`src/rtl/cloc_pkg.sv`:
```
// Package: shared size-code type and scaling helpers for the compressed
// line offset calculator. Assumes four bins of 0, 8, 32 and 64 bytes.
package cloc_pkg;

    typedef enum logic [1:0] {
        BIN_EMPTY = 2'b00,
        BIN_8B    = 2'b01,
        BIN_32B   = 2'b10,
        BIN_64B   = 2'b11
    } bin_code_e;

    localparam int unsigned ADDEND_W = 4;  // scaled bin size fits 0..8
    localparam int unsigned BYTES_W  = 7;  // byte size fits 0..64

    // Bin size divided by eight: the addend fed to the summing tree.
    function automatic logic [ADDEND_W-1:0] bin_scaled(input logic [1:0] code);
        case (bin_code_e'(code))
            BIN_EMPTY: bin_scaled = 4'd0;
            BIN_8B:    bin_scaled = 4'd1;
            BIN_32B:   bin_scaled = 4'd4;
            default:   bin_scaled = 4'd8;
        endcase
    endfunction

    // Bin size in bytes, reported for the target line.
    function automatic logic [BYTES_W-1:0] bin_bytes(input logic [1:0] code);
        bin_bytes = {bin_scaled(code), 3'b000};
    endfunction

endpackage

```
`src/rtl/cloc_mask_decode.sv`:
```
// Module: cloc_mask_decode
// Turns each line's size code into its scaled addend. It zeroes the addend
// of every line whose position is at or after the target index. Purely
// combinational. Assumes the codes are packed two bits per line, line 0 in
// the low bits.
module cloc_mask_decode
    import cloc_pkg::*;
#(
    parameter int unsigned LINES = 64
) (
    input  logic [2*LINES-1:0]        codes_i,
    input  logic [$clog2(LINES)-1:0]  index_i,
    output logic [ADDEND_W*LINES-1:0] addends_o
);
    localparam int unsigned IDX_W = $clog2(LINES);

    // One decoder per line: keep the addend only for lines before the target.
    for (genvar i = 0; i < LINES; i++) begin : g_line
        logic before_target;
        assign before_target = (IDX_W'(i) < index_i);
        assign addends_o[ADDEND_W*i +: ADDEND_W] =
            before_target ? bin_scaled(codes_i[2*i +: 2]) : '0;
    end

endmodule

```
`src/rtl/cloc_adder_tree.sv`:
```
// Module: cloc_adder_tree
// Balanced binary reduction of LINES narrow addends into one sum. Leaves are
// padded with zeros up to a power of two. Assumes SUM_W is wide enough for
// LINES times the largest addend.
module cloc_adder_tree
    import cloc_pkg::*;
#(
    parameter int unsigned LINES = 64,
    parameter int unsigned SUM_W = 9
) (
    input  logic [ADDEND_W*LINES-1:0] addends_i,
    output logic [SUM_W-1:0]          sum_o
);
    localparam int unsigned DEPTH  = $clog2(LINES);
    localparam int unsigned LEAVES = 1 << DEPTH;

    // Level 0 holds the leaves; level l+1 adds adjacent pairs of level l.
    for (genvar l = 0; l <= DEPTH; l++) begin : g_lvl
        localparam int unsigned NODES = LEAVES >> l;
        logic [SUM_W-1:0] part [NODES];
        if (l == 0) begin : g_leaf
            for (genvar j = 0; j < NODES; j++) begin : g_node
                if (j < LINES) begin : g_real
                    assign part[j] = SUM_W'(addends_i[ADDEND_W*j +: ADDEND_W]);
                end else begin : g_pad
                    assign part[j] = '0;
                end
            end
        end else begin : g_sum
            for (genvar j = 0; j < NODES; j++) begin : g_node
                assign part[j] = g_lvl[l-1].part[2*j] + g_lvl[l-1].part[2*j+1];
            end
        end
    end

    // The root of the tree is the total.
    assign sum_o = g_lvl[DEPTH].part[0];

endmodule

```
`src/rtl/cloc_size_select.sv`:
```
// Module: cloc_size_select
// Selects the target line's code and expands it to a byte size.
// Combinational. Assumes the index is below LINES.
module cloc_size_select
    import cloc_pkg::*;
#(
    parameter int unsigned LINES = 64
) (
    input  logic [2*LINES-1:0]       codes_i,
    input  logic [$clog2(LINES)-1:0] index_i,
    output logic [BYTES_W-1:0]       bytes_o
);
    logic [1:0] target_code;

    // Pick the two code bits of the target line.
    always_comb begin
        target_code = codes_i[2*index_i +: 2];
    end

    // Expand the code to bytes.
    assign bytes_o = bin_bytes(target_code);

endmodule

```
`src/rtl/cline_offset_calc.sv`:
```
// Module: cline_offset_calc (top)
// Computes the byte offset of a cache line inside a compressed page and the
// line's stored size. The offset is the sum of the bin sizes of all
// preceding lines. One register stage follows the combinational tree, so
// results and valid appear the cycle after start. Results hold between
// requests. Assumes synchronous active-low reset.
module cline_offset_calc
    import cloc_pkg::*;
#(
    parameter int unsigned LINES      = 64,
    parameter int unsigned LINE_BYTES = 64
) (
    input  logic                                   clk,
    input  logic                                   rst_n,
    input  logic                                   start_i,
    input  logic [2*LINES-1:0]                     codes_i,
    input  logic [$clog2(LINES)-1:0]               index_i,
    output logic                                   valid_o,
    output logic [$clog2(LINES*LINE_BYTES)-1:0]    offset_o,
    output logic [BYTES_W-1:0]                     size_o
);
    localparam int unsigned OFF_W = $clog2(LINES*LINE_BYTES);
    localparam int unsigned SUM_W = OFF_W - 3;

    logic [ADDEND_W*LINES-1:0] addends;
    logic [SUM_W-1:0]          scaled_sum;
    logic [BYTES_W-1:0]        target_bytes;
    logic [OFF_W-1:0]          offset_d;

    cloc_mask_decode #(.LINES(LINES)) u_mask (
        .codes_i   (codes_i),
        .index_i   (index_i),
        .addends_o (addends)
    );

    cloc_adder_tree #(.LINES(LINES), .SUM_W(SUM_W)) u_tree (
        .addends_i (addends),
        .sum_o     (scaled_sum)
    );

    cloc_size_select #(.LINES(LINES)) u_size (
        .codes_i (codes_i),
        .index_i (index_i),
        .bytes_o (target_bytes)
    );

    // Undo the divide-by-eight scaling.
    assign offset_d = {scaled_sum, 3'b000};

    // Result stage: capture on start, pulse valid, hold otherwise.
    always_ff @(posedge clk) begin
        if (!rst_n) begin
            valid_o  <= 1'b0;
            offset_o <= '0;
            size_o   <= '0;
        end else begin
            valid_o <= start_i;
            if (start_i) begin
                offset_o <= offset_d;
                size_o   <= target_bytes;
            end
        end
    end

endmodule

```
`config.mk`:
```
export PLATFORM = sky130hd
export DESIGN_NAME = cline_offset_calc
export DESIGN_NICKNAME = d
export VERILOG_FILES = /design/src/rtl/cloc_pkg.sv /design/src/rtl/cloc_mask_decode.sv /design/src/rtl/cloc_adder_tree.sv /design/src/rtl/cloc_size_select.sv /design/src/rtl/cline_offset_calc.sv
export SDC_FILE = /design/constraint.sdc
export NUM_CORES = 1
export LEC_CHECK = 0
export ABC_AREA = 1
export BUFFER_PORTS_ARGS = -buffer_cell sky130_fd_sc_hd__clkbuf_2
export CAP_MARGIN = 30
export CELL_PAD_IN_SITES_DETAIL_PLACEMENT = 2
export CELL_PAD_IN_SITES_GLOBAL_PLACEMENT = 2
export CORE_MARGIN = 2
export CORE_UTILIZATION = 33
export DETAILED_ROUTE_END_ITERATION = 6
export HOLD_SLACK_MARGIN = 0.06
export PLACE_DENSITY_LB_ADDON = 0.1
export SETUP_SLACK_MARGIN = 0.5
export SLEW_MARGIN = 20
export SYNTH_ARGS = -nofsm -noshare
export SYNTH_HDL_FRONTEND = slang
export SYNTH_SLANG_ARGS = --single-unit
```
`constraint.sdc`:
```
create_clock -name clk -period 9.2 [get_ports clk]
set_clock_uncertainty 0.15 [all_clocks]
set_input_delay 0.46 -clock clk [delete_from_list [all_inputs] [get_ports clk]]
set_output_delay 0.46 -clock clk [all_outputs]
set_load 0.03 [all_outputs]
```
==> implementation parameters, run 1 <==
Parameter                              Value

Final layout
  Non-filler cells in the finished layout ... 1,862
  Final nets ... 1,881
  Fraction of final layout cells sized beyond drive strength 1 ... between 10% and 20%
  FILL cells ... 3,479
  Post-synthesis to final-layout area growth ... 12.3%
  Number of diodes added for antenna fixing ... 0

Critical path
  Data arrival, critical path ... between 8000 and 9000 ps
  Type of the worst setup path ... in -> reg
  Worst path slowest cell ... sky130_fd_sc_hd__fa_1
  Cell repeated most along the worst path ... sky130_fd_sc_hd__fa_1
  Worst path max stage delay ... slightly above 600 ps
  Critical path's top delay family ... adder cells
  Critical Path End Type ... flop
  Required @ worst endpoint ... about 9000 ps
  Type of origin of the critical path ... primary input
  CP max FO ... 12
  Total buffers and inverters traversed by the critical path ... 7

Timing
  Upper clock frequency limit ... roughly 120 MHz
  Max transition margin ... a little under three fifths
  TNS Setup ... 0 ps
  Unrepaired setup endpoints after global routing ... no
  Number of max-slew violations in the final report ... 0
  Final-report setup violation count ... 0
  Slew of the pin with the lowest slew margin ... 650 ps
  Fin crit share ... 90.0%
  Final hold violation count ... 0
  Time the worst path needs with I/O delays and setup ... a little over 8000 ps
  Slack of the critical path ... 919 ps

Routing
  WL/cell ... 19.6 um
  First-pass iteration count of the detailed router ... 5
  Detailed router's first-iteration violation count ... 346
  Total wire length ... approximately 36,000 um
  Detailed-route DRC error count ... 0
  Antenna Nets Post-Route ... 0
  Average vias per placed instance ... roughly 4.8
  Number of vias in the routed layout ... between 8,000 and 9,000

Worst hold path
  Tightest Hold Check Type ... reg -> reg

Place
  Final RePlAce weighted congestion ... approximately 0.84
  Count of input and output buffers ... around 150
  Total instance count after detailed placement ... roughly 1,900
  Detailed placement HPWL ... 33,300 um
  Placement Setup Slack ... approximately 210 ps

Synth
  Yosys reg bits ... 13
  Cell area after technology mapping ... 0.00957 mm2
  Sequential cell area fraction in the yosys report ... about 2.7%
  Top post-synthesis cells by area ... sky130_fd_sc_hd__fa_1 38%, sky130_fd_sc_hd__inv_1 15%, sky130_fd_sc_hd__ha_1 11%
  Synth warnings ... 0
  Synth cell types ... 30
  Average footprint of a synthesized cell ... around 7.1 um2
  Share of Yosys cell area claimed by the top area cell type ... between 30% and 40%
  Cell type with the largest total area after synthesis ... sky130_fd_sc_hd__fa_1
  Synthesized instance count ... roughly 1,300

Global routing
  Met1 layer usage reported by global route ... 33.3%
  Global-route track usage on met2 ... between 40 and 50%
  Via count of the first global-routing pass ... 10,300
  Initial antenna violation count ... 0
  Global-route layer with the greatest usage ... met2
  Overall track demand over capacity in global routing ... approximately a quarter
  Grt ovf ... 0
  Global routing usage on met3 ... under 10%
  First-pass GRT wire length ... around 58,000 um
  Largest net degree at the start of global routing ... between 40 and 50

CTS
  Number of sinks handled by clock tree synthesis ... 13
  Cell at the root of the clock tree ... sky130_fd_sc_hd__clkbuf_16
  CTS H-tree lvls ... 1
  Clock-pin transition on the worst setup and hold timing paths ... 50 ps
  Buffers inserted by post-CTS timing repair ... 0
  Number of buffers created by CTS ... 3
  Clock network latency to the later pin of the worst-skew pair ... between 200 and 250 ps
  CTS max path bufs ... 2
  CTS tree ... done

Die
  IO Pins ... 157
  Effective utilization at floorplan ... around 33%
  # rows ... between 60 and 70
  Die height ... approximately 170 um
  Die outline area ... 0.0304 mm2
  Die width ... approximately 170 um
  Area of the core ... approximately 0.029 mm2

Outcome
  Run status ... finished clean

Job
  Number of max-cap violations ... 0

Pwr
  Power per unit of standard cell area ... between 300 and 400 mW/mm2
  Maximum VDD drop ... 470 uV
  Static power due to leakage ... between 0.006 and 0.007 uW
## power breakdown
group,switching [uW],leakage [uW],internal [uW],total [uW]
combinational,2150,0.00615,1450,3600
sequential,10.8,0.000108,83.0,93.9
clock,23.2,0.0000382,58.4,81.6
## cell type report
class / count / area [um2] / area share [%]
inverter: 394 / 1490 / 13.8
multi-input combinational: 906 / 7600 / 70.8
tap: 384 / 480 / 4.47
timing repair buffer: 161 / 836 / 7.78
sequential: 13 / 260 / 2.42
clock buffer: 4 / 78.8 / 0.733
## layer usage
| metal | vias to the layer above | share of wire [%] | wire length (um) |
|---|---|---|---|
| li1 | 4260 | - | - |
| met1 | 4490 | 46 | 16700 |
| met2 | 147 | 50 | 18300 |
| met3 | 16 | 2.9 | 1050 |
| met4 | 0 | 1.2 | 427 |
| met5 | - | 0 | 0 |
## kinds of logic after synthesis
family	share of synthesized area (%)
other cells	0.0392
compound gates	4.37
fa+ha+maj	48.8
buf+inv	18.6
xor+xnor	0.732
flops	2.72
simple gates	24.8
## cells in the mapped netlist
cell / instances
sky130_fd_sc_hd__buf_4: 15
sky130_fd_sc_hd__xor2_1: 5
sky130_fd_sc_hd__inv_1: 390
sky130_fd_sc_hd__inv_2: 2
sky130_fd_sc_hd__nor2_4: 3
sky130_fd_sc_hd__o31ai_1: 1
sky130_fd_sc_hd__clkinv_1: 1
sky130_fd_sc_hd__a21oi_1: 29
sky130_fd_sc_hd__xnor2_1: 3
sky130_fd_sc_hd__ha_1: 85
sky130_fd_sc_hd__a21oi_2: 1
sky130_fd_sc_hd__buf_1: 1
sky130_fd_sc_hd__nor2_1: 77
sky130_fd_sc_hd__nand2_4: 2
sky130_fd_sc_hd__nand2_1: 246
sky130_fd_sc_hd__fa_1: 180
sky130_fd_sc_hd__o21ai_1: 3
sky130_fd_sc_hd__o21ai_0: 38
sky130_fd_sc_hd__nand2_2: 3
sky130_fd_sc_hd__conb_1: 1
sky130_fd_sc_hd__inv_6: 1
sky130_fd_sc_hd__o211ai_1: 6
sky130_fd_sc_hd__buf_2: 8
sky130_fd_sc_hd__nor3_1: 149
sky130_fd_sc_hd__nand3_1: 63
sky130_fd_sc_hd__dfxtp_1: 13
sky130_fd_sc_hd__clkbuf_1: 4
sky130_fd_sc_hd__buf_6: 11
sky130_fd_sc_hd__a31oi_1: 1
sky130_fd_sc_hd__nor2_2: 4
## state kept, by name, indices dropped and copies added, names as in the netlist
name      cells
offset_o      9
size_o        3
valid_o       1
## through the flow
stage / hold WS (ps) / util (%) / power, uW / cell area, um2
2_1_floorplan: 435 / - / 2690 / 9590
3_3_place_gp: 311 / 37.1 / 3630 / 10600
3_5_place_dp: 325 / 37.1 / 3810 / 10600
4_1_cts: 330 / 37.4 / 3910 / 10700
5_1_grt: 377 / 37.5 / 4430 / 10700
6_report: 338 / 37.5 / 3770 / 10700
## cells in the final DEF, fill, tap and decap left out
cell | netlist | final
sky130_fd_sc_hd__a31oi_1 | 1 | 1
sky130_fd_sc_hd__xnor2_1 | 3 | 3
sky130_fd_sc_hd__dfxtp_1 | 13 | 13
sky130_fd_sc_hd__nand3_1 | 63 | 63
sky130_fd_sc_hd__fa_1 | 180 | 180
sky130_fd_sc_hd__nor2_4 | 3 | 4
sky130_fd_sc_hd__inv_1 | 390 | 390
sky130_fd_sc_hd__clkinvlp_4 | 0 | 1
sky130_fd_sc_hd__buf_2 | 8 | 2
sky130_fd_sc_hd__xor2_1 | 5 | 5
sky130_fd_sc_hd__o211ai_1 | 6 | 6
sky130_fd_sc_hd__inv_6 | 1 | 1
sky130_fd_sc_hd__nand2_4 | 2 | 3
sky130_fd_sc_hd__conb_1 | 1 | 7
sky130_fd_sc_hd__nor2_1 | 77 | 73
sky130_fd_sc_hd__a21oi_2 | 1 | 8
sky130_fd_sc_hd__clkbuf_16 | 0 | 3
sky130_fd_sc_hd__nand2_1 | 246 | 245
sky130_fd_sc_hd__ha_1 | 85 | 85
sky130_fd_sc_hd__nor3_1 | 149 | 149
sky130_fd_sc_hd__o21ai_0 | 38 | 37
sky130_fd_sc_hd__buf_4 | 15 | 12
sky130_fd_sc_hd__o31ai_1 | 1 | 1
sky130_fd_sc_hd__clkbuf_2 | 0 | 147
sky130_fd_sc_hd__inv_2 | 2 | 2
sky130_fd_sc_hd__nand2_2 | 3 | 3
sky130_fd_sc_hd__nor2_2 | 4 | 7
sky130_fd_sc_hd__clkbuf_1 | 4 | 1
sky130_fd_sc_hd__o21ai_1 | 3 | 4
sky130_fd_sc_hd__a21oi_1 | 29 | 22
## worst reg2reg max path: cells and delay by family, from the launching register on
family                 cells  cell delay, ps
flip-flops                 1             380
AND/OR/NAND/NOR            2             150
AO/OA/AOI/OAI              1              80
buffers and inverters      1              60
## path summary, 6_finish.rpt
check	end	slack [ps]	cells past startpoint	from
worst max register to register	offset_o[11]$_SDFFE_PN0P_	8330	4	offset_o[11]$_SDFFE_PN0P_
worst max-delay path	offset_o[10]$_SDFFE_PN0P_	920	27	index_i[2]
worst min-delay path	size_o[6]$_SDFFE_PN0P_	340	2	size_o[6]$_SDFFE_PN0P_
worst min register to register	size_o[6]$_SDFFE_PN0P_	340	2	size_o[6]$_SDFFE_PN0P_
## repair_timing
action	in CTS	in global routing
hold buffers	0	0
resized for setup	1	16
endpoints found under the setup margin	2	4
Power figures use the tool's default switching activity.
==> run 2: changes to the inputs <==
--- a/config.mk
+++ b/config.mk
@@ -15,5 +15,5 @@
 export DETAILED_ROUTE_END_ITERATION = 6
 export HOLD_SLACK_MARGIN = 0.06
-export PLACE_DENSITY_LB_ADDON = 0.1
+export PLACE_DENSITY = 0.89
 export SETUP_SLACK_MARGIN = 0.5
 export SLEW_MARGIN = 20
==> constraint.sdc (replaced) <==
create_clock -name clk -period 9 [get_ports clk]
set_clock_uncertainty 0.15 [all_clocks]
set_input_delay 0.45 -clock clk [delete_from_list [all_inputs] [get_ports clk]]
set_output_delay 0.45 -clock clk [all_outputs]
set_load 0.1 [all_outputs]
==> run 2 against run 1 <==
Net effect:
- core utilization is 0.93 points higher
- hold slack better by 20 ps
- combinational power is 22% higher
- via count is 9.2% higher
- cell count is 0.54% higher
- die area stayed put
- highest routed layer unchanged
==> implementation parameters, run 2 (synthesis gave the netlist of run 1 again) <==
Parameter                              Value

Final layout
  Post-synthesis to final-layout area growth ... 15.0%
  Fraction of final layout cells sized beyond drive strength 1 ... between 15 and 20%
  Most used cells in the layout excluding fill and tap cells ... 384 x sky130_fd_sc_hd__inv_1, 244 x sky130_fd_sc_hd__nand2_1, 176 x sky130_fd_sc_hd__fa_1, 147 x sky130_fd_sc_hd__nor3_1, 146 x sky130_fd_sc_hd__clkbuf_2
  Number of diodes added for antenna fixing ... 0
  Non-filler cells in the finished layout ... roughly 1,900
  Final nets ... 1,891
  Regs by FF count ... offset_o (9), size_o (3), valid_o (1)
  Most frequent standard cell in the layout excluding fill and tap cells ... sky130_fd_sc_hd__inv_1
  Reg with most FFs ... offset_o
  Number of flip-flops under the largest register name ... 9

CTS
  CTS H-tree lvls ... 1
  Cell at the root of the clock tree ... sky130_fd_sc_hd__clkbuf_16
  Clock network latency to the later pin of the worst-skew pair ... between 200 and 250 ps
  Number of sinks handled by clock tree synthesis ... 13
  Number of buffers created by CTS ... 3
  Clock-pin transition on the worst setup and hold timing paths ... roughly 40 ps
  Quantity of hold-fixing buffers added after cts ... 0
  CTS max path bufs ... 2
  CTS tree ... done

Job
  Number of max-cap violations ... 0

Die
  # rows ... 62
  Area of the core ... roughly 0.029 mm2
  Die width ... between 150 and 200 um
  Effective utilization at floorplan ... about 33%
  IO Pins ... about 160
  Die outline area ... between 0.03 and 0.04 mm2
  Die height ... about 170 um

Global routing
  Largest net degree at the start of global routing ... 46
  Via count of the first global-routing pass ... ~11,000
  Overall track demand over capacity in global routing ... 28.4%
  Initial antenna violation count ... 0
  Grt ovf ... 0
  First-pass GRT wire length ... 65,600 um

Critical path
  Critical Path End Type ... flop
  CP max FO ... 5
  Type of origin of the critical path ... primary input
  Type of the worst setup path ... in -> reg
  Worst path slowest cell ... sky130_fd_sc_hd__fa_1
  Worst path max stage delay ... 640 ps
  Cell repeated most along the worst path ... sky130_fd_sc_hd__fa_1
  Required @ worst endpoint ... roughly 9000 ps
  Data arrival, critical path ... 8270 ps
  Register-to-register path setup slack ... between 8000 and 9000 ps

Timing
  Unrepaired setup endpoints after global routing ... no
  Final hold violation count ... 0
  Number of max-slew violations in the final report ... 0
  Final-report setup violation count ... 0
  Slew of the pin with the lowest slew margin ... 546 ps
  Upper clock frequency limit ... approximately 120 MHz
  Max transition margin ... around 63%
  Fin crit share ... a little over 90%
  Time the worst path needs with I/O delays and setup ... slightly above 8000 ps
  Slack of the critical path ... 697 ps

Place
  Placement Setup Slack ... -7.97 ps
  Final RePlAce weighted congestion ... between 0.9 and 1
  Count of input and output buffers ... around 150
  Detailed placement HPWL ... approximately 38,000 um
  Total instance count after detailed placement ... 1,858

Routing
  Detailed-route DRC error count ... 0
  Number of vias in the routed layout ... roughly 9,700
  WL/cell ... ~24 um
  First-pass iteration count of the detailed router ... 5
  Average vias per placed instance ... ~5.2
  Antenna Nets Post-Route ... 0
  Detailed router's first-iteration violation count ... 516
  Total wire length ... roughly 45,000 um

Worst hold path
  Tightest Hold Check Type ... reg -> reg

Pwr
  Static power due to leakage ... roughly 0.0063 uW
  Power per unit of standard cell area ... slightly above 400 mW/mm2
  Maximum VDD drop ... between 500 and 600 uV

Outcome
  Run status ... finished clean
run 2: cell types whose count changed in the layout (fill, tap and decap cells not counted), sizes merged:
| cell | previous run | this run |
|---|---|---|
| buf | 14 | 23 |
| clkinvlp | 1 | 4 |
| inv | 393 | 391 |
run 2: stage by stage:
stage / total power [uW] / setup TNS, ps / cell area, um2 / util (%) / hold slack, ps
CTS: 4480 / 0 / 10700 / 37.5 / 364
detailed placement: 4170 / -7.97 / 10600 / 37.1 / 344
floorplan: 2850 / 0 / 9590 / - / 486
global route: 5160 / 0 / 11000 / 38.5 / 378
finish: 4570 / 0 / 11000 / 38.5 / 358
global placement: 3540 / 0 / 10600 / 37.1 / 298
run 2: cell type report:
class	instances	area [um2]
fillers	3436	17600
flip-flops and latches	13	260
clock buffers	4	78.8
inverters	394	1500
repair buffers	170	922
well taps	384	480
multi-input cells	906	7760
repair inverters	1	7.51
run 2: final timing paths:
kind                             start                         to  cells past startpoint
min reg2reg     size_o[5]$_SDFFE_PN0P_     size_o[5]$_SDFFE_PN0P_                      2
max                         index_i[4]  offset_o[10]$_SDFFE_PN0P_                     29
min             size_o[5]$_SDFFE_PN0P_     size_o[5]$_SDFFE_PN0P_                      2
max reg2reg  offset_o[10]$_SDFFE_PN0P_  offset_o[10]$_SDFFE_PN0P_                      4
run 2: timing repair:
item                       CTS  global route
cloned                       0             1
gates resized for setup     13            66
setup endpoints to repair    3             4
pin swaps                    0             3
hold endpoints to repair     0             0
setup buffers                0             9
run 2: metal layers:
metal | vias up | global-route usage (%) | part of all wire [%]
met1 | 4939 | 32.9 | 39
li1 | 4282 | - | -
met3 | 133 | 4.90 | 5.5
met2 | 383 | 50.9 | 50
met5 | - | 0 | 0
met4 | 0 | 13.0 | 4.8
run 2: report_power, final:
part / leakage [uW] / internal (uW) / switching [uW] / total [uW]
clock: 0.0000382 / 59.7 / 23.5 / 83.1
combinational: 0.00619 / 1620 / 2770 / 4390
sequential: 0.000108 / 84.9 / 9.48 / 94.3
run 2: worst max-delay path, delay by kind of cell:
kind                     cells  cell delay (ps)
XOR/XNOR                     1              160
buffers and inverters        9             1110
AND/OR/NAND/NOR              2              250
adder cells (fa/ha/maj)     11             5160
AO/OA/AOI/OAI                6             1130
==> run 3: changes to the inputs <==
- ABC_AREA: 1 -> unset
- CORE_UTILIZATION: 33 -> 36
- CTS_BUF_LIST: unset -> sky130_fd_sc_hd__clkbuf_4 sky130_fd_sc_hd__clkbuf_8
- PLACE_DENSITY: 0.89 -> 0.9
==> run 3 against run 2 <==
Net effect:
- cell area decreased by 3.6%
- core utilization increased by 3.7 points
- register-to-register slack got worse by 400 ps
- via count decreased by 13%
- first-iteration DRC count increased by 4.8%
- global-route usage increased by 0.88 points
- synthesized cell count decreased by 23%
- critical path type unchanged
- critical endpoint is now offset_o[11]$_SDFFE_PN0P_
- highest routed layer unchanged
==> implementation parameters, run 3 <==
Parameter                              Value

Global routing
  Overall track demand over capacity in global routing ... between 20% and 30%
  Grt ovf ... 0
  Largest net degree at the start of global routing ... 27
  Initial antenna violation count ... 0
  Via count of the first global-routing pass ... approximately 9,900
  First-pass GRT wire length ... 58,700 um

Final layout
  Final nets ... roughly 1,600
  Number of flip-flops under the largest register name ... 9
  Most frequent standard cell in the layout excluding fill and tap cells ... sky130_fd_sc_hd__inv_1
  Cell area after layout ... around 0.011 mm2
  Reg with most FFs ... offset_o
  Most used cells in the layout excluding fill and tap cells ... 224 x sky130_fd_sc_hd__inv_1, 179 x sky130_fd_sc_hd__fa_1, 145 x sky130_fd_sc_hd__clkbuf_2, 108 x sky130_fd_sc_hd__nor2_1, 91 x sky130_fd_sc_hd__nand2_1
  Non-filler cells in the finished layout ... roughly 1,500
  Regs by FF count ... offset_o (9), size_o (3), valid_o (1)
  Fraction of final layout cells sized beyond drive strength 1 ... between 15 and 20%
  Number of diodes added for antenna fixing ... 0
  Post-synthesis to final-layout area growth ... 15.0%

Critical path
  Critical Path End Type ... flop
  Required @ worst endpoint ... 9000 ps
  Type of origin of the critical path ... primary input
  Type of the worst setup path ... in -> reg
  CP max FO ... 14
  Data arrival, critical path ... 8350 ps

Timing
  Unrepaired setup endpoints after global routing ... no
  Time the worst path needs with I/O delays and setup ... ~8300 ps
  Fin crit share ... roughly 93%
  Slew of the pin with the lowest slew margin ... 1030 ps
  TNS Setup ... 0 ps
  Upper clock frequency limit ... about 120 MHz
  Final hold violation count ... 0
  Final-report setup violation count ... 0
  Number of max-slew violations in the final report ... 0
  Max transition margin ... around 30%

Routing
  First-pass iteration count of the detailed router ... 5
  Total wire length ... between 40,000 and 50,000 um
  Detailed-route DRC error count ... 0
  WL/cell ... ~26 um
  Detailed router's first-iteration violation count ... between 500 and 600
  Antenna Nets Post-Route ... 0
  Number of vias in the routed layout ... ~8,500
  Average vias per placed instance ... roughly 5.6

Pwr
  Gate power share ... a little over nine tenths
  Total power of the final layout ... 4340 uW
  Internal power consumption ... about 1800 uW
  Seq pwr share ... between 2 and 2.5%
  Static power due to leakage ... between 0.005 and 0.006 uW
  Clock power share ... between 1 and 1.5%
  Power per unit of standard cell area ... 409 mW/mm2
  Maximum VDD drop ... 622 uV
  Net switching share of the total power ... around 58%
  Net load switching power ... between 2000 and 2500 uW

Die
  # rows ... 58
  Area of the core ... between 0.02 and 0.03 mm2
  Die outline area ... between 0.02 and 0.03 mm2
  Effective utilization at floorplan ... roughly 37%
  Die width ... 164 um
  IO Pins ... 157
  Die height ... 164 um

CTS
  Clock network latency to the later pin of the worst-skew pair ... 240 ps
  Clock-pin transition on the worst setup and hold timing paths ... about 50 ps
  CTS tree ... done
  Number of buffers created by CTS ... 3
  Cell at the root of the clock tree ... sky130_fd_sc_hd__clkbuf_8
  Number of sinks handled by clock tree synthesis ... 13
  CTS H-tree lvls ... 1
  CTS max path bufs ... 2
  Quantity of hold-fixing buffers added after cts ... 0

Synth
  Top post-synthesis cells by area ... sky130_fd_sc_hd__fa_1 39%, sky130_fd_sc_hd__ha_1 12%, sky130_fd_sc_hd__inv_1 9.2%
  Yosys reg bits ... 13
  Synthesized instance count ... between 1,000 and 1,500
  Share of cell area taken by muxes after synthesis ... roughly 8.4%
  Synth cell types ... 60
  Synth warnings ... 0
  Share of Yosys cell area claimed by the top area cell type ... between 30 and 40%
  Cell type with the largest total area after synthesis ... sky130_fd_sc_hd__fa_1
  Sequential cell area fraction in the yosys report ... 2.82%
  Post-synthesis simple-gate area fraction ... about a fifth
  Synthesized-area fraction occupied by ao, oa, aoi and oai cells ... between 6 and 7%
  Adder-cell share of the synthesized area ... about half
  Main combinational cell family by area after synthesis ... adder cells
  Cell area after technology mapping ... about 0.009 mm2
  Average footprint of a synthesized cell ... between 8 and 9 um2
  EDFF count, synth ... 0
  Synth Area in XOR/XNOR ... 0.759%
  Asr flop ratio synth ... 0%
  Most instantiated cells after synthesis ... 225 x sky130_fd_sc_hd__inv_1, 180 x sky130_fd_sc_hd__fa_1, 114 x sky130_fd_sc_hd__nor2_1
  Most used flip-flop cell after synthesis ... sky130_fd_sc_hd__dfxtp_1
  Top-count cell post-synth ... sky130_fd_sc_hd__inv_1

Place
  Final RePlAce weighted congestion ... around 0.96
  Total instance count after detailed placement ... approximately 1,500
  Detailed placement HPWL ... ~35,000 um
  Cell Area, Placed ... approximately 0.010 mm2
  Count of input and output buffers ... 149

Job
  Number of max-cap violations ... 0

Outcome
  Run status ... finished clean

Worst hold path
  Tightest Hold Check Type ... in -> reg
run 3: cell types whose count changed after synthesis, sizes merged, moves of 26 or more:
cell / change
and3b: +26
nand2: -156
and3: +36
nor3: -146
nand3: -37
inv: -168
o21ai: -28
nor2: +30
run 3: power groups by stage:
stage          registers [uW]  clock network [uW]  logic, uW
6_report                 94.2                55.2       4190
5_1_grt                  95.4                58.7       4730
3_3_place_gp             93.7                   0       3520
4_1_cts                  94.3                56.2       4180
3_5_place_dp             95.4                   0       4130
2_1_floorplan             187                   0       2750
run 3: area by class of cell:
class	instances	area, um2
repair buffers	179	1010
fillers	2803	14600
well taps	330	413
multi-input cells	765	8020
inverters	227	860
clock buffers	4	48.8
flip-flops and latches	13	260
run 3: final timing paths:
kind	start	to	slack, ps	cells after the start
max	index_i[0]	offset_o[11]$_SDFFE_PN0P_	650	28
min	rst_n	offset_o[10]$_SDFFE_PN0P_	340	2
max reg2reg	size_o[5]$_SDFFE_PN0P_	size_o[5]$_SDFFE_PN0P_	7660	3
min reg2reg	offset_o[6]$_SDFFE_PN0P_	offset_o[6]$_SDFFE_PN0P_	370	2
run 3: what timing repair did:
action | 4_1_cts | 5_1_grt
endpoints found under the setup margin | 3 | 4
resized for setup | 13 | 40
buffers inserted | 0 | 5
pin swaps | 0 | 2
run 3: cell families after synthesis:
kind of cell               count (synthesis)
AOI/OAI and AO/OA                         84
xor gates and xnor gates                   8
adders and majority gates                265
buffers and inverters                    263
DFF                                       13
muxes                                     42
other                                      1
and+or+nand+nor                          359
run 3: critical path, cell delays in order:
cell	delay (ps)
sky130_fd_sc_hd__clkbuf_4	210
sky130_fd_sc_hd__buf_12	190
sky130_fd_sc_hd__nor2_1	90
sky130_fd_sc_hd__buf_4	200
sky130_fd_sc_hd__o21ai_1	340
sky130_fd_sc_hd__nand2_1	120
sky130_fd_sc_hd__nor2_1	170
sky130_fd_sc_hd__ha_1	220
sky130_fd_sc_hd__fa_1	450
sky130_fd_sc_hd__fa_1	590
sky130_fd_sc_hd__fa_1	450
sky130_fd_sc_hd__fa_1	520
sky130_fd_sc_hd__inv_1	60
sky130_fd_sc_hd__fa_1	560
sky130_fd_sc_hd__inv_1	70
sky130_fd_sc_hd__fa_1	520
sky130_fd_sc_hd__fa_1	440
sky130_fd_sc_hd__fa_1	560
sky130_fd_sc_hd__inv_1	60
sky130_fd_sc_hd__fa_1	550
sky130_fd_sc_hd__inv_1	80
sky130_fd_sc_hd__fa_1	470
sky130_fd_sc_hd__a21o_1	190
sky130_fd_sc_hd__a21oi_2	160
sky130_fd_sc_hd__o21bai_1	80
sky130_fd_sc_hd__a21oi_1	170
sky130_fd_sc_hd__xnor2_1	100
sky130_fd_sc_hd__a211oi_1	230
run 3: metal layers:
metal | vias to the layer above | wire, um | track usage, %
met5 | - | 0 | 0
met4 | 0 | 1740 | 11.7
met3 | 110 | 2580 | 4.95
met2 | 377 | 20500 | 52.0
met1 | 4408 | 15300 | 35.0
li1 | 3616 | - | -
run 3: stage by stage:
stage	util (%)	setup WS [ps]	hold WS (ps)
after floorplan	-	671	423
after global placement	41.3	506	323
after detailed placement	41.3	-7.20	345
after CTS	41.6	507	335
after global routing	42.1	439	365
final	42.1	652	344
